==> config.mk <==
export PLATFORM = sky130hd
export DESIGN_NAME = cmd_interp
export DESIGN_NICKNAME = d
export VERILOG_FILES = /design/src/rtl/cmd_pkg.sv /design/src/rtl/cmd_obj_check.sv /design/src/rtl/cmd_range_check.sv /design/src/rtl/cmd_interp.sv
export SDC_FILE = /design/constraint.sdc
export NUM_CORES = 1
export LEC_CHECK = 0
export BUFFER_PORTS_ARGS = -buffer_cell sky130_fd_sc_hd__buf_4
export CORE_MARGIN = 2
export CORE_UTILIZATION = 42
export DETAILED_ROUTE_END_ITERATION = 7
export PLACE_DENSITY_LB_ADDON = 0.2
export SYNTH_ARGS = -nofsm -noshare
export SYNTH_HDL_FRONTEND = slang
export SYNTH_HIERARCHICAL = 1
export SYNTH_SLANG_ARGS = --single-unit
==> constraint.sdc <==
create_clock -name clk_i -period 4.67 [get_ports clk_i]
set_clock_uncertainty 0.1 [all_clocks]
set_input_delay 0.467 -clock clk_i [delete_from_list [all_inputs] [get_ports clk_i]]
set_output_delay 0.467 -clock clk_i [all_outputs]
set_load 0.02 [all_outputs]
==> src/rtl/cmd_pkg.sv <==
package cmd_pkg;
  typedef enum logic [2:0] {
    S_IDLE, S_ID, S_SZ, S_ARG, S_POST, S_WR, S_RD, S_DONE
  } state_e;

  localparam logic [7:0] ID_WR  = 8'd1;
  localparam logic [7:0] ID_RD  = 8'd2;
  localparam logic [7:0] ID_DAT = 8'd10;

  localparam logic [7:0] ST_OK     = 8'd0;
  localparam logic [7:0] ST_BADCMD = 8'd4;
  localparam logic [7:0] ST_SHORT  = 8'd7;
  localparam logic [7:0] ST_SIZE   = 8'd8;
  localparam logic [7:0] ST_NOREG  = 8'd9;
  localparam logic [7:0] ST_TYPE   = 8'd11;
endpackage

==> src/rtl/cmd_obj_check.sv <==
module cmd_obj_check
  import cmd_pkg::*;
#(
  parameter int AW = 8
) (
  input  logic [AW-1:0] ptr_i,
  input  logic [AW-1:0] len_i,
  input  logic [7:0]    id_i,
  input  logic [7:0]    sz_i,
  input  logic          seen_wr_i,
  input  logic          seen_rd_i,
  input  logic          seen_dat_i,
  output logic          err_o,
  output logic [7:0]    code_o
);
  localparam int SW = AW + 9;

  logic [SW-1:0] end_pos;
  logic known, dup, bad_sz;

  assign end_pos = SW'(ptr_i) + SW'(2) + SW'(sz_i);
  assign known   = (id_i == ID_WR) || (id_i == ID_RD) || (id_i == ID_DAT);
  assign dup     = (id_i == ID_WR && seen_wr_i) || (id_i == ID_RD && seen_rd_i) ||
                   (id_i == ID_DAT && seen_dat_i);
  assign bad_sz  = (id_i == ID_WR && sz_i != 8'd1) || (id_i == ID_RD && sz_i != 8'd2) ||
                   (id_i == ID_DAT && sz_i == 8'd0);

  always_comb begin
    err_o  = 1'b1;
    code_o = ST_OK;
    if (end_pos > SW'(len_i)) code_o = ST_SHORT;
    else if (!known)          code_o = ST_BADCMD;
    else if (dup)             code_o = ST_TYPE;
    else if (bad_sz)          code_o = ST_SIZE;
    else                      err_o  = 1'b0;
  end
endmodule

==> src/rtl/cmd_range_check.sv <==
module cmd_range_check
  import cmd_pkg::*;
#(
  parameter int NREG = 16
) (
  input  logic       seen_wr_i,
  input  logic       seen_rd_i,
  input  logic       seen_dat_i,
  input  logic [7:0] wr_addr_i,
  input  logic [7:0] wr_len_i,
  input  logic [7:0] rd_addr_i,
  input  logic [7:0] rd_len_i,
  output logic       err_o,
  output logic [7:0] code_o
);
  localparam int EW = 10;
  localparam logic [EW-1:0] LIM = EW'(NREG);

  logic [EW-1:0] wr_end, rd_end;
  assign wr_end = EW'(wr_addr_i) + EW'(wr_len_i);
  assign rd_end = EW'(rd_addr_i) + EW'(rd_len_i);

  always_comb begin
    err_o  = 1'b1;
    code_o = ST_OK;
    if (seen_dat_i && !seen_wr_i)          code_o = ST_TYPE;
    else if (seen_wr_i && !seen_dat_i)     code_o = ST_SHORT;
    else if (seen_wr_i && wr_end > LIM)    code_o = ST_NOREG;
    else if (seen_rd_i && rd_end > LIM)    code_o = ST_NOREG;
    else                                   err_o  = 1'b0;
  end
endmodule

==> src/rtl/cmd_interp.sv <==
module cmd_interp
  import cmd_pkg::*;
#(
  parameter int BUF_AW = 8,
  parameter int NREG   = 16,
  localparam int REG_AW = $clog2(NREG)
) (
  input  logic              clk_i,
  input  logic              rst_ni,
  input  logic              start_i,
  input  logic [BUF_AW-1:0] len_i,
  output logic [BUF_AW-1:0] buf_addr_o,
  input  logic [7:0]        buf_data_i,
  output logic              reg_we_o,
  output logic [REG_AW-1:0] reg_addr_o,
  output logic [7:0]        reg_wdata_o,
  input  logic [7:0]        reg_rdata_i,
  output logic              rb_valid_o,
  output logic [7:0]        rb_data_o,
  output logic              res_valid_o,
  input  logic              res_ready_i,
  output logic [7:0]        res_status_o
);
  state_e            state_q;
  logic [BUF_AW-1:0] ptr_q, len_q, dat_off_q;
  logic [7:0]        id_q, cnt_q, wr_addr_q, dat_len_q, rd_start_q, rd_cnt_q, status_q;
  logic              seen_wr_q, seen_rd_q, seen_dat_q;

  logic       oc_err, rc_err;
  logic [7:0] oc_code, rc_code;

  // In S_SZ the buffer presents the size byte of the current object
  cmd_obj_check #(.AW(BUF_AW)) u_obj (
    .ptr_i(ptr_q), .len_i(len_q), .id_i(id_q), .sz_i(buf_data_i),
    .seen_wr_i(seen_wr_q), .seen_rd_i(seen_rd_q), .seen_dat_i(seen_dat_q),
    .err_o(oc_err), .code_o(oc_code)
  );

  cmd_range_check #(.NREG(NREG)) u_rng (
    .seen_wr_i(seen_wr_q), .seen_rd_i(seen_rd_q), .seen_dat_i(seen_dat_q),
    .wr_addr_i(wr_addr_q), .wr_len_i(dat_len_q),
    .rd_addr_i(rd_start_q), .rd_len_i(rd_cnt_q),
    .err_o(rc_err), .code_o(rc_code)
  );

  always_comb begin
    unique case (state_q)
      S_SZ:    buf_addr_o = ptr_q + BUF_AW'(1);
      S_WR:    buf_addr_o = dat_off_q + BUF_AW'(cnt_q);
      default: buf_addr_o = ptr_q;
    endcase
    reg_we_o     = (state_q == S_WR);
    reg_addr_o   = (state_q == S_WR) ? REG_AW'(wr_addr_q + cnt_q) : REG_AW'(rd_start_q + cnt_q);
    reg_wdata_o  = buf_data_i;
    rb_valid_o   = (state_q == S_RD) && (rd_cnt_q != 8'd0);
    rb_data_o    = reg_rdata_i;
    res_valid_o  = (state_q == S_DONE);
    res_status_o = status_q;
  end

  always_ff @(posedge clk_i or negedge rst_ni) begin
    if (!rst_ni) begin
      state_q    <= S_IDLE;
      ptr_q      <= '0;
      len_q      <= '0;
      dat_off_q  <= '0;
      id_q       <= '0;
      cnt_q      <= '0;
      wr_addr_q  <= '0;
      dat_len_q  <= '0;
      rd_start_q <= '0;
      rd_cnt_q   <= '0;
      status_q   <= ST_OK;
      seen_wr_q  <= 1'b0;
      seen_rd_q  <= 1'b0;
      seen_dat_q <= 1'b0;
    end else begin
      unique case (state_q)
        S_IDLE: if (start_i) begin
          ptr_q      <= '0;
          len_q      <= len_i;
          status_q   <= ST_OK;
          seen_wr_q  <= 1'b0;
          seen_rd_q  <= 1'b0;
          seen_dat_q <= 1'b0;
          state_q    <= S_ID;
        end
        S_ID: begin
          if (ptr_q == len_q) state_q <= S_POST;
          else if ((len_q - ptr_q) < BUF_AW'(2)) begin
            status_q <= ST_SHORT;
            state_q  <= S_DONE;
          end else begin
            id_q    <= buf_data_i;
            state_q <= S_SZ;
          end
        end
        S_SZ: begin
          if (oc_err) begin
            status_q <= oc_code;
            state_q  <= S_DONE;
          end else if (id_q == ID_DAT) begin
            seen_dat_q <= 1'b1;
            dat_off_q  <= ptr_q + BUF_AW'(2);
            dat_len_q  <= buf_data_i;
            ptr_q      <= ptr_q + BUF_AW'(2) + BUF_AW'(buf_data_i);
            state_q    <= S_ID;
          end else begin
            if (id_q == ID_WR) seen_wr_q <= 1'b1;
            else               seen_rd_q <= 1'b1;
            ptr_q   <= ptr_q + BUF_AW'(2);
            cnt_q   <= '0;
            state_q <= S_ARG;
          end
        end
        S_ARG: begin
          ptr_q <= ptr_q + BUF_AW'(1);
          if (id_q == ID_WR) begin
            wr_addr_q <= buf_data_i;
            state_q   <= S_ID;
          end else if (cnt_q == 8'd0) begin
            rd_start_q <= buf_data_i;
            cnt_q      <= 8'd1;
          end else begin
            rd_cnt_q <= buf_data_i;
            state_q  <= S_ID;
          end
        end
        S_POST: begin
          cnt_q <= '0;
          if (rc_err) begin
            status_q <= rc_code;
            state_q  <= S_DONE;
          end else if (seen_wr_q) state_q <= S_WR;
          else if (seen_rd_q)     state_q <= S_RD;
          else                    state_q <= S_DONE;
        end
        S_WR: begin
          cnt_q <= cnt_q + 8'd1;
          if (cnt_q == dat_len_q - 8'd1) begin
            cnt_q   <= '0;
            state_q <= seen_rd_q ? S_RD : S_DONE;
          end
        end
        S_RD: begin
          cnt_q <= cnt_q + 8'd1;
          if (rd_cnt_q == 8'd0 || cnt_q == rd_cnt_q - 8'd1) state_q <= S_DONE;
        end
        S_DONE: if (res_ready_i) state_q <= S_IDLE;
        default: state_q <= S_IDLE;
      endcase
    end
  end
endmodule

==> flow_summary.rst, run 1 <==
.. list-table::
   :header-rows: 1

   * - Metric
     - Value
   * - Result of the run
     - complete, no violations
   * - FILL cells
     - 1722
   * - Mean routed wirelength per cell
     - 19.2 um
   * - Number of setup buffers added after CTS
     - 0
   * - Unrepaired setup endpoints after global routing
     - false
   * - DPL Wire Length
     - 16100 um
   * - Mapped Area
     - 0.00749 sq mm
   * - Distinct cell type count after synthesis
     - 82
   * - Maximum fanout encountered on the critical timing path
     - 6
   * - Initial antenna violation count
     - 0
   * - Power per Cell Area
     - just over 600 mW/mm^2
   * - Async set-or-reset flop fraction in the synthesized netlist
     - 1.00
   * - Area of the multi-input gates
     - 0.00488 sq mm
   * - CTS tree
     - built
   * - Placement row count
     - between 40 and 50
   * - Clock sinks
     - 86
   * - Effective utilization at floorplan
     - 0.431
   * - Syn Inst Count
     - 854
   * - Headroom to the max-slew limit
     - 0.368
   * - Actual slew at the worst max-slew pin
     - 945 ps
   * - Total number of vias
     - 6466
   * - Per-cell via count in the routed design
     - 5.78
   * - Time the worst path needs with I/O delays and setup
     - 4390 ps
   * - Post-Syn Area per Cell
     - 8.77 sq um
   * - Static power due to leakage
     - 3.78 nW
   * - Count of antenna diodes in the layout
     - 0
   * - Die footprint
     - 0.0189 sq mm
   * - Port buffer count
     - 50
   * - F_max
     - 228 MHz
   * - Post-Route WL
     - 21500 um
   * - CORE AREA
     - 0.0174 sq mm
   * - Class of the most critical setup path
     - reg2reg
   * - DRC viols
     - 0
   * - Horizontal die dimension
     - 138 um
   * - Most instantiated flip-flop cell in the synthesis netlist
     - dfrtp_1
   * - Sum of negative setup slack
     - 0 ps
   * - Final setup violating endpoints
     - 0
   * - Required @ worst endpoint
     - 4870 ps
   * - Combined global-route utilization of all metal layers
     - 0.238
   * - Die boundary height
     - 138 um
   * - Area taken by flip-flops and latches
     - approximately 0.0022 sq mm
   * - Clock Tree Root
     - clkbuf_16
   * - Number of max-cap violations
     - 0
   * - Final Wtd Congestion
     - 0.887
   * - Number of nets in the final layout
     - slightly below 1k
   * - Synthesis-to-layout area growth
     - 11.0%
   * - EDFF count, synth
     - 0
   * - CP Data Arrival Time
     - 4590 ps
   * - Final hold violation count
     - 0
   * - Most common cell after layout, fill and taps aside
     - nand2_1
   * - Remaining global-route overflow
     - 0
   * - Wire length of the first global-routing pass
     - 34300 um
   * - Starting DRC count in detailed routing
     - 515
   * - Number of pins with negative max-slew slack in the final report
     - 0
   * - Commonest cells after routing, fill and taps aside
     - 96 x nand2_1, 86 x dfrtp_1, 68 x buf_4, 67 x ha_1, 55 x nor2_1
   * - Clock latency of the later-clocked register in the worst-skew pair
     - 350 ps
   * - CP startpoint kind
     - register
   * - Clock H-tree levels
     - 3
   * - Sequential-to-total area share from yosys stat
     - 0.287
   * - Total power consumption of the routed design
     - 5.14 mW
   * - Maximum number of buffers from clock root to sink
     - 2
   * - Post-route fraction of the period consumed by the critical path
     - 0.940
   * - Hold WC Path Type
     - in2async
   * - Max rail drop VDD
     - 482 uV
   * - Final core area utilization
     - 0.479
   * - Total of flip-flops plus latches after synthesis
     - 86
   * - Clock input transition at the sequential cells of the worst setup and hold paths
     - 70 ps
   * - YS warnings
     - 6
   * - Initial DRT Pass Iterations
     - 5
   * - Post-detailed-route count of antenna-violating nets
     - 0
   * - Io pins
     - 67
   * - Critical path endpoint category
     - register
   * - Share of final-layout standard cells stronger than drive strength 1
     - 0.166
   * - Maximum number of pins on one net before global-route repair
     - 50
   * - Total clock buffers created by CTS
     - 9
   * - Number of global-route vias before repair
     - 6221
==> logic make-up (layout without fill, tap and decap cells) <==
family | Yosys count | after routing | synth area share
and+or+nand+nor | 277 | 277 | 0.185
AOI/OAI and AO/OA | 207 | 207 | 0.188
buffers and inverters | 99 | 132 | 0.0658
DFF | 86 | 86 | 0.287
adders and majority gates | 74 | 74 | 0.131
xor gates and xnor gates | 63 | 63 | 0.0737
muxes | 46 | 46 | 0.0678
other | 2 | 8 | 0.00100
==> final cells by class <==
cell class,instances,area share
clock buffers,12,0.0309
clock inverters,4,0.00647
inverters,48,0.0217
multi-input cells,675,0.587
flip-flops and latches,86,0.259
well taps,225,0.0339
repair buffers,68,0.0614
==> power breakdown <==
group          internal (mW)  leakage (nW)  total [mW]  switching, mW
Sequential             0.986          1.08        1.35          0.368
Combinational           1.34          2.56        3.02           1.68
Clock                  0.446         0.145       0.767          0.321
Total                   2.78          3.78        5.14           2.36
==> worst max-delay path, cell delays in order, from the launching register on <==
cell and delay [ps]:
dfrtp_1 390, ha_1 300, ha_1 330, nor2b_1 160, o31a_1 270, o21a_1 180, nor2_1 110, xnor2_1 130
ha_1 280, a211oi_2 220, o2111ai_1 130, a21o_1 250, or4b_4 590, buf_4 190, or4_1 520, o311a_1 120
nand2_1 60
==> per-layer routing <==
layer	part of all wire	track usage	vias up
li1	-	-	3117
met1	0.46	0.326	3122
met2	0.46	0.383	189
met3	0.051	0.0309	38
met4	0.031	0.0916	0
met5	0	0	-
==> through the flow <==
stage / area [sq um] / hold WS, ps / std cells / setup slack (ps)
final: 8310 / 39.2 / 1118 / 280
after floorplan: 7510 / 71.4 / 860 / 160
after CTS: 8300 / 68.3 / 1118 / 131
after global routing: 8310 / 97.1 / 1118 / 42.3
after detailed placement: 7990 / 376 / 1102 / 64.4
after global placement: 7990 / 374 / 1102 / 141
==> synthesized netlist by cell type, types with 6 or more instances <==
master | count | area [sq um]
nand2_1 | 97 | 364
dfrtp_1 | 86 | 2150
ha_1 | 67 | 838
nor2_1 | 55 | 206
a21oi_1 | 47 | 235
inv_1 | 47 | 176
o21ai_0 | 44 | 220
xnor2_1 | 43 | 377
mux2_2 | 38 | 428
buf_4 | 27 | 203
nand3_1 | 21 | 105
nor3_1 | 20 | 100
xor2_1 | 20 | 175
a21o_1 | 14 | 105
clkbuf_1 | 13 | 48.8
nand2b_1 | 13 | 81.3
nand4_1 | 10 | 62.6
buf_2 | 9 | 45.0
nor2b_1 | 9 | 56.3
a22oi_1 | 8 | 60.1
mux2i_1 | 8 | 80.1
o31ai_1 | 8 | 60.1
a211oi_1 | 7 | 52.6
fa_1 | 7 | 140
o22ai_1 | 7 | 43.8
or3_1 | 7 | 43.8
and3_1 | 6 | 37.5
==> path summary, 6_finish.rpt <==
path,endpoint,from,slack [ps],depth (start not counted)
hold / removal,rd_cnt_q[2]$_DFFE_PN0P_,rst_ni,40,1
max in group asynchronous,dat_len_q[5]$_DFFE_PN0P_,rst_ni,3460,2
setup reg to reg,ptr_q[7]$_DFFE_PN0P_,ptr_q[1]$_DFFE_PN0P_,280,16
hold reg to reg,res_status_o[4]$_DFFE_PN0P_,res_status_o[4]$_DFFE_PN0P_,390,1
setup / recovery,ptr_q[7]$_DFFE_PN0P_,ptr_q[1]$_DFFE_PN0P_,280,16
min in group clk_i,len_q[0]$_DFFE_PN0P_,len_i[0],210,3
==> timing repair <==
item,in CTS,in global routing
gates resized for setup,0,3
hold buffers,0,0
setup endpoints to repair,0,36
No activity file was read; power rests on OpenSTA's default activity.
==> run 2: changes to the inputs <==
- CTS_BUF_LIST: not set -> sky130_fd_sc_hd__clkbuf_8
==> run 2 against run 1 <==
Global-route usage about the same. Core utilization decreased by 0.58 points. Die area unchanged. Sequential power about the same. Total power decreased by 3.9%. Sequential share of layout area increased by 0.32 points. Count of clock-buffer cells in the layout decreased by 1. Sequential cell count unchanged. Setup slack improved by 14 ps. Worst hold slack got worse by 35 ps. First-iteration DRC count increased by 7.6%. Non-clock buffer count unchanged.
==> flow_summary.rst, run 2 (synthesis gave the netlist of run 1 again) <==
.. list-table::
   :header-rows: 1

   * - Metric
     - Value
   * - Number of buffers added to fix hold violations after cts
     - 0 (unchanged)
   * - Synthesis-to-layout area growth
     - 9.64% (was 11.0%)
   * - Time the worst path needs with I/O delays and setup
     - 4380 ps (was 4390 ps)
   * - Total power consumption of the routed design
     - 4.94 mW (was 5.14 mW)
   * - Number of global-route vias before repair
     - 6189 (was 6221)
   * - Internal power contribution
     - 2.60 mW (was 2.78 mW)
   * - Total clock buffers created by CTS
     - 9 (unchanged)
   * - Maximum number of pins on one net before global-route repair
     - 50 (unchanged)
   * - Fraction of power spent switching nets
     - 0.473 (was 0.460)
   * - Critical path endpoint category
     - register (unchanged)
   * - Unrepaired setup endpoints after global routing
     - false (unchanged)
   * - Count of antenna diodes in the layout
     - 0 (unchanged)
   * - Clock input transition at the sequential cells of the worst setup and hold paths
     - 100 ps (was 70 ps)
   * - Post-Route WL
     - 21400 um (was 21500 um)
   * - Number of setup buffers added after CTS
     - 0 (unchanged)
   * - Count of instances resized after the clock tree is built
     - 0 (unchanged)
   * - Result of the run
     - complete, no violations (unchanged)
   * - Horizontal die dimension
     - 138 um (unchanged)
   * - Worst flop-to-flop path startpoint
     - ptr_q[1]$_DFFE_PN0P_ (unchanged)
   * - Total net switching power
     - 2.34 mW (was 2.36 mW)
   * - Clock Tree Root
     - clkbuf_8 (was clkbuf_16)
   * - Clock latency of the later-clocked register in the worst-skew pair
     - 380 ps (was 350 ps)
   * - Post-route fraction of the period consumed by the critical path
     - 0.937 (was 0.940)
   * - Final setup violating endpoints
     - 0 (unchanged)
   * - Die footprint
     - 0.0189 sq mm (unchanged)
   * - Starting DRC count in detailed routing
     - 554 (was 515)
   * - Per-cell via count in the routed design
     - 5.72 (was 5.78)
   * - Relative contribution of combinational cells to total power
     - 0.610 (was 0.587)
   * - F_max
     - 229 MHz (was 228 MHz)
   * - Number of nets in the final layout
     - 990 (unchanged)
   * - Number of placed cells counting well taps
     - 1102 (unchanged)
   * - Die boundary height
     - 138 um (unchanged)
   * - CTS tree
     - built (unchanged)
   * - Final Wtd Congestion
     - 0.887 (unchanged)
   * - Sum of negative setup slack
     - 0 ps (unchanged)
   * - Clock sinks
     - 86 (unchanged)
   * - Remaining global-route overflow
     - 0 (unchanged)
   * - Clock network fraction of design power
     - 0.117 (was 0.149)
   * - Share of final-layout standard cells stronger than drive strength 1
     - 0.166 (unchanged)
   * - Io pins
     - 67 (unchanged)
   * - Actual slew at the worst max-slew pin
     - 960 ps (was 945 ps)
   * - FILL cells
     - 1734 (was 1722)
   * - Number of max-cap violations
     - 0 (unchanged)
   * - Endpoint of the worst-slack reg-to-reg timing path
     - ptr_q[7]$_DFFE_PN0P_ (unchanged)
   * - Headroom to the max-slew limit
     - 0.358 (was 0.368)
   * - Power per Cell Area
     - 602 mW/mm^2 (was 618 mW/mm^2)
   * - Number of non-filler instances in the completed layout
     - 1118 (unchanged)
   * - Maximum number of buffers from clock root to sink
     - 2 (unchanged)
   * - Max rail drop VDD
     - 477 uV (was 482 uV)
   * - Most common cell after layout, fill and taps aside
     - nand2_1 (unchanged)
   * - CP startpoint kind
     - register (unchanged)
   * - Final core area utilization
     - 0.473 (was 0.479)
   * - Placement row count
     - 48 (unchanged)
   * - Mean routed wirelength per cell
     - 19.1 um (was 19.2 um)
   * - Initial DRT Pass Iterations
     - 5 (unchanged)
   * - Effective utilization at floorplan
     - 0.431 (unchanged)
   * - Post-detailed-route count of antenna-violating nets
     - 0 (unchanged)
   * - DPL Wire Length
     - 16100 um (unchanged)
   * - Number of pins with negative max-slew slack in the final report
     - 0 (unchanged)
   * - CORE AREA
     - 0.0174 sq mm (unchanged)
   * - Commonest cells after routing, fill and taps aside
     - 96 x nand2_1, 86 x dfrtp_1, 68 x buf_4, 67 x ha_1, 55 x nor2_1 (unchanged)
   * - Class of the most critical setup path
     - reg2reg (unchanged)
   * - Wire length of the first global-routing pass
     - 34300 um (about the same)
   * - DRC viols
     - 0 (unchanged)
   * - Required @ worst endpoint
     - 4900 ps (was 4870 ps)
   * - CP Data Arrival Time
     - 4600 ps (was 4590 ps)
   * - Port buffer count
     - 50 (unchanged)
   * - Final hold violation count
     - 0 (unchanged)
   * - Path depth of the worst reg2reg path
     - 16 (unchanged)
   * - Maximum fanout encountered on the critical timing path
     - 6 (unchanged)
   * - Clock H-tree levels
     - 3 (unchanged)
   * - Hold WC Path Type
     - in2async (unchanged)
   * - Reg-to-reg slack, setup
     - 290 ps (was 280 ps)
   * - Total number of vias
     - 6394 (was 6466)
   * - Initial antenna violation count
     - 0 (unchanged)
   * - Static power due to leakage
     - 3.74 nW (was 3.78 nW)
   * - Combined global-route utilization of all metal layers
     - 0.238 (about the same)
   * - Sequential fraction of design power
     - 0.274 (was 0.264)
   * - Worst hold slack
     - 4.13 ps (was 39.2 ps)
## run 2: cell types whose count changed in the layout (fill, tap and decap cells not counted), sizes merged
cell	delta
clkbuf	-1
inv	+1
## run 2: per-stage QoR
stage	setup slack (ps)	cell area, sq um
6_report	294	8210
3_3_place_gp	141	7990
4_1_cts	126	8200
5_1_grt	40.5	8210
2_1_floorplan	160	7510
3_5_place_dp	64.4	7990
## run 2: power groups by stage
| stage | Sequential [mW] | Clock (mW) | Combinational [mW] |
|---|---|---|---|
| 2_1_floorplan | 1.24 | 0 | 2.30 |
| 3_3_place_gp | 1.37 | 0 | 2.95 |
| 3_5_place_dp | 1.37 | 0 | 2.99 |
| 4_1_cts | 1.36 | 0.589 | 3.00 |
| 5_1_grt | 1.40 | 0.619 | 3.37 |
| 6_report | 1.35 | 0.577 | 3.01 |
## run 2: how the worst max path moves through the flow
stage	from	endpoint	slack (ps)	cells past startpoint
6_report	ptr_q[1]$_DFFE_PN0P_	ptr_q[7]$_DFFE_PN0P_	290	16
5_1_grt	ptr_q[1]$_DFFE_PN0P_	ptr_q[4]$_DFFE_PN0P_	40	19
4_1_cts	ptr_q[1]$_DFFE_PN0P_	dat_off_q[1]$_DFFE_PN0P_	130	16
3_5_place_dp	buf_data_i[0]	dat_off_q[1]$_DFFE_PN0P_	60	18
3_3_place_gp	buf_data_i[0]	ptr_q[7]$_DFFE_PN0P_	140	18
2_1_floorplan	ptr_q[1]$_DFFE_PN0P_	res_status_o[0]$_DFFE_PN0P_	160	18
## run 2: area by class of cell
class	instances	area, sq um	share of cell area
Timing Repair Buffer	68	510	0.0622
Inverter	48	180	0.0219
Sequential cell	86	2150	0.262
Multi-Input combinational cell	675	4880	0.594
Clock buffer	11	151	0.0184
Clock inverter	5	57.6	0.00701
Tap cell	225	282	0.0343
## run 2: per-layer routing
layer / up-vias / routed length [um] / track usage
li1: 3112 / - / -
met1: 3062 / 9820 / 0.326
met2: 188 / 9820 / 0.384
met3: 32 / 1160 / 0.0309
met4: 0 / 593 / 0.0905
met5: - / 0 / 0
## run 2: worst max-delay path: stages (launching register included)
cell	delay, ps
dfrtp_1	400
ha_1	300
ha_1	330
nor2b_1	160
o31a_1	270
o21a_1	170
nor2_1	110
xnor2_1	130
ha_1	280
a211oi_2	220
o2111ai_1	140
a21o_1	250
or4b_4	580
buf_4	180
or4_1	510
o311a_1	120
nand2_1	60
==> run 3: changes to the inputs <==
- ABC_AREA: not set -> 1
==> run 3 against run 2 <==
Register-to-register slack improved by 470 ps. Core utilization is 1.0 points lower. Die area rose by 7.2%. Critical path depth grew 9. Wire length grew 1.5%. Largest cell class unchanged. Maximum frequency is 12% higher. Global-route usage decreased by 1.6 points. Sequential power shrank 5%. Total power increased by 5.9%. Area after synthesis increased by 7.4%. Sequential share of layout area shrank 1.4 points.
==> flow_summary.rst, run 3 <==
.. list-table::
   :header-rows: 1

   * - Metric
     - Value
   * - Result of the run
     - complete, no violations (unchanged)
   * - Maximum number of pins on one net before global-route repair
     - 50 (unchanged)
   * - GRT busiest layer
     - met2 (unchanged)
   * - Share of final-layout standard cells stronger than drive strength 1
     - 0.0976 (was 0.166)
   * - Number of pins with negative max-slew slack in the final report
     - 0 (unchanged)
   * - Post-detailed-route count of antenna-violating nets
     - 0 (unchanged)
   * - FILL cells
     - 1938 (was 1734)
   * - DRC viols
     - 0 (unchanged)
   * - Unrepaired setup endpoints after global routing
     - false (unchanged)
   * - Mean routed wirelength per cell
     - 14.8 um (was 19.1 um)
   * - Critical path endpoint category
     - register (unchanged)
   * - Actual slew at the worst max-slew pin
     - 725 ps (was 960 ps)
   * - Max stage delay cell, worst path
     - dfrtp_1 (was or4b_4)
   * - Total of flip-flops plus latches after synthesis
     - 86 (unchanged)
   * - Initial DRT Pass Iterations
     - 6 (was 5)
   * - Port buffer count
     - 50 (unchanged)
   * - Headroom to the max-slew limit
     - 0.517 (was 0.358)
   * - Horizontal die dimension
     - 142 um (was 138 um)
   * - Placement row count
     - 50 (was 48)
   * - Clock input transition at the sequential cells of the worst setup and hold paths
     - 100 ps (about the same)
   * - Cell types occupying the most area after synthesis
     - dfrtp_1 27%, nand2_1 17%, ha_1 10% (was dfrtp_1 29%, ha_1 11%, mux2_2 5.7%)
   * - Time the worst path needs with I/O delays and setup
     - 3910 ps (was 4380 ps)
   * - Per-cell via count in the routed design
     - 5.10 (was 5.72)
   * - Syn Inst Count
     - 1194 (was 854)
   * - Count of antenna diodes in the layout
     - 0 (unchanged)
   * - DPL Wire Length
     - 17100 um (was 16100 um)
   * - Worst flop-to-flop path startpoint
     - ptr_q[2]$_DFFE_PN0P_ (was ptr_q[1]$_DFFE_PN0P_)
   * - Clock sinks
     - 86 (unchanged)
   * - Number of global-route vias before repair
     - 6880 (was 6189)
   * - Number of placed cells counting well taps
     - 1447 (was 1102)
   * - Path depth of the worst reg2reg path
     - 25 (was 16)
   * - Number of setup buffers added after CTS
     - 0 (unchanged)
   * - Final setup violating endpoints
     - 0 (unchanged)
   * - Wire length of the first global-routing pass
     - 35500 um (was 34300 um)
   * - Required @ worst endpoint
     - 4850 ps (was 4900 ps)
   * - Distinct cell type count after synthesis
     - 57 (was 82)
   * - Post-Syn Area per Cell
     - 6.73 sq um (was 8.77 sq um)
   * - Count of instances resized after the clock tree is built
     - 0 (unchanged)
   * - Io pins
     - 67 (unchanged)
   * - Reg-to-reg slack, setup
     - 760 ps (was 290 ps)
   * - CTS tree
     - built (unchanged)
   * - Total number of vias
     - 7461 (was 6394)
   * - Final hold violation count
     - 0 (unchanged)
   * - Post-route fraction of the period consumed by the critical path
     - 0.837 (was 0.937)
   * - Clock latency of the later-clocked register in the worst-skew pair
     - 400 ps (was 380 ps)
   * - Starting DRC count in detailed routing
     - 530 (was 554)
   * - Sequential-to-total area share from yosys stat
     - 0.268 (was 0.287)
   * - Met3 Track Usage GR
     - 0.0276 (was 0.0309)
   * - Maximum number of buffers from clock root to sink
     - 2 (unchanged)
   * - Static power due to leakage
     - 4.69 nW (was 3.74 nW)
   * - Total clock buffers created by CTS
     - 9 (unchanged)
   * - Number of buffers added to fix hold violations after cts
     - 0 (unchanged)
   * - Total power consumption of the routed design
     - 5.23 mW (was 4.94 mW)
   * - CORE AREA
     - 0.0188 sq mm (was 0.0174 sq mm)
   * - Number of max-cap violations
     - 0 (unchanged)
   * - Sum of negative setup slack
     - 0 ps (unchanged)
   * - Class of the most critical setup path
     - reg2reg (unchanged)
   * - Most instantiated flip-flop cell in the synthesis netlist
     - dfrtp_1 (unchanged)
   * - Combined global-route utilization of all metal layers
     - 0.223 (was 0.238)
   * - Mapped Area
     - 0.00804 sq mm (was 0.00749 sq mm)
   * - Yosys top cell area share
     - 0.268 (was 0.287)
   * - Remaining global-route overflow
     - 0 (unchanged)
   * - Most common cell type on the critical path
     - nand2_1 (was ha_1)
   * - Synthesis-to-layout area growth
     - 8.01% (was 9.64%)
   * - Most numerous cell in the Yosys netlist
     - nand2_1 (unchanged)
   * - Commonest cells after routing, fill and taps aside
     - 364 x nand2_1, 169 x inv_1, 95 x nor2_1, 86 x dfrtp_1, 84 x nand3_1 (was 96 x nand2_1, 86 x dfrtp_1, 68 x buf_4, 67 x ha_1, 55 x nor2_1)
   * - Async set-or-reset flop fraction in the synthesized netlist
     - 1.00 (unchanged)
   * - Area leader, netlist
     - dfrtp_1 (unchanged)
   * - Synth top cells by count
     - 364 x nand2_1, 169 x inv_1, 95 x nor2_1 (was 97 x nand2_1, 86 x dfrtp_1, 67 x ha_1)
   * - Effective utilization at floorplan
     - 0.428 (was 0.431)
   * - F_max
     - 256 MHz (was 229 MHz)
   * - Final core area utilization
     - 0.463 (was 0.473)
   * - YS warnings
     - 6 (unchanged)
   * - Die boundary height
     - 142 um (was 138 um)
   * - Die footprint
     - 0.0203 sq mm (was 0.0189 sq mm)
   * - Final Wtd Congestion
     - 0.939 (was 0.887)
   * - EDFF count, synth
     - 0 (unchanged)
   * - Endpoint of the worst-slack reg-to-reg timing path
     - cnt_q[0]$_DFFE_PN0P_ (was ptr_q[7]$_DFFE_PN0P_)
   * - Max incr delay on CP
     - 500 ps (was 580 ps)
   * - CP Data Arrival Time
     - 4090 ps (was 4600 ps)
   * - Maximum fanout encountered on the critical timing path
     - 9 (was 6)
   * - Met1 track demand over resource in global routing
     - 0.316 (was 0.326)
   * - Routing usage on met2
     - 0.356 (was 0.384)
   * - Initial antenna violation count
     - 0 (unchanged)
   * - Clock Tree Root
     - clkbuf_8 (unchanged)
   * - Number of nets in the final layout
     - 1326 (was 990)
   * - Hold WC Path Type
     - in2async (unchanged)
   * - Clock H-tree levels
     - 3 (unchanged)
   * - Power per Cell Area
     - 603 mW/mm^2 (was 602 mW/mm^2)
   * - Max rail drop VDD
     - 298 uV (was 477 uV)
   * - CP startpoint kind
     - register (unchanged)
   * - Post-Route WL
     - 21700 um (was 21400 um)
   * - Number of non-filler instances in the completed layout
     - 1463 (was 1118)
   * - Setup crit start
     - ptr_q[2]$_DFFE_PN0P_ (was ptr_q[1]$_DFFE_PN0P_)
   * - Most common cell after layout, fill and taps aside
     - nand2_1 (unchanged)
## run 3: power by group
part | switching (mW) | total, mW | internal (mW)
registers | 0.306 | 1.28 | 0.974
clock network | 0.340 | 0.547 | 0.207
logic | 2.15 | 3.41 | 1.25
## run 3: stage by stage
step                      cell area, sq um  hold slack [ps]  setup WS [ps]
after floorplan                       8060             71.4           1090
after global placement                8500              362            896
after detailed placement              8500              363            834
after CTS                             8680             37.0            786
after global routing                  8680             63.1            278
final                                 8680             8.39            762
## run 3: worst max path at each step
stage,to,slack (ps)
floorplan,dat_off_q[0]$_DFFE_PN0P_,1090
global placement,cnt_q[0]$_DFFE_PN0P_,900
detailed placement,cnt_q[0]$_DFFE_PN0P_,830
CTS,cnt_q[0]$_DFFE_PN0P_,790
global route,cnt_q[0]$_DFFE_PN0P_,280
finish,cnt_q[0]$_DFFE_PN0P_,760
## run 3: layer usage
metal  up-vias  wire (um)
li1       3862          -
met1      3407      10700
met2       165       9500
met3        27        979
met4         0        503
met5         -          0
## run 3: kinds of logic (layout without fill, tap and decap cells)
logic type | count (synthesis) | after routing | synth area share
XOR/XNOR | 40 | 40 | 0.0436
AND/OR/NAND/NOR | 607 | 607 | 0.324
AO/OA/AOI/OAI | 162 | 162 | 0.118
flip-flops | 86 | 86 | 0.268
multiplexers | 3 | 3 | 0.00498
buffers and inverters | 220 | 249 | 0.119
adder cells (fa/ha/maj) | 74 | 74 | 0.122
other | 2 | 8 | 0.000934
## run 3: cell type report
| type | instances | area (sq um) | area share |
|---|---|---|---|
| clock buffer | 9 | 124 | 0.0143 |
| clock inverter | 7 | 65.1 | 0.00749 |
| inverter | 177 | 674 | 0.0777 |
| multi-input combinational | 894 | 4960 | 0.571 |
| sequential | 86 | 2150 | 0.248 |
| tap | 234 | 293 | 0.0337 |
| timing repair buffer | 56 | 420 | 0.0484 |
## run 3: worst max-delay path: cells and delay by family, from the launching register on
kind | cells | cell delay, ps
and+or+nand+nor | 13 | 1250
adders and majority gates | 3 | 850
DFF | 1 | 500
AOI/OAI and AO/OA | 3 | 500
buffers and inverters | 4 | 300
xor gates and xnor gates | 2 | 290
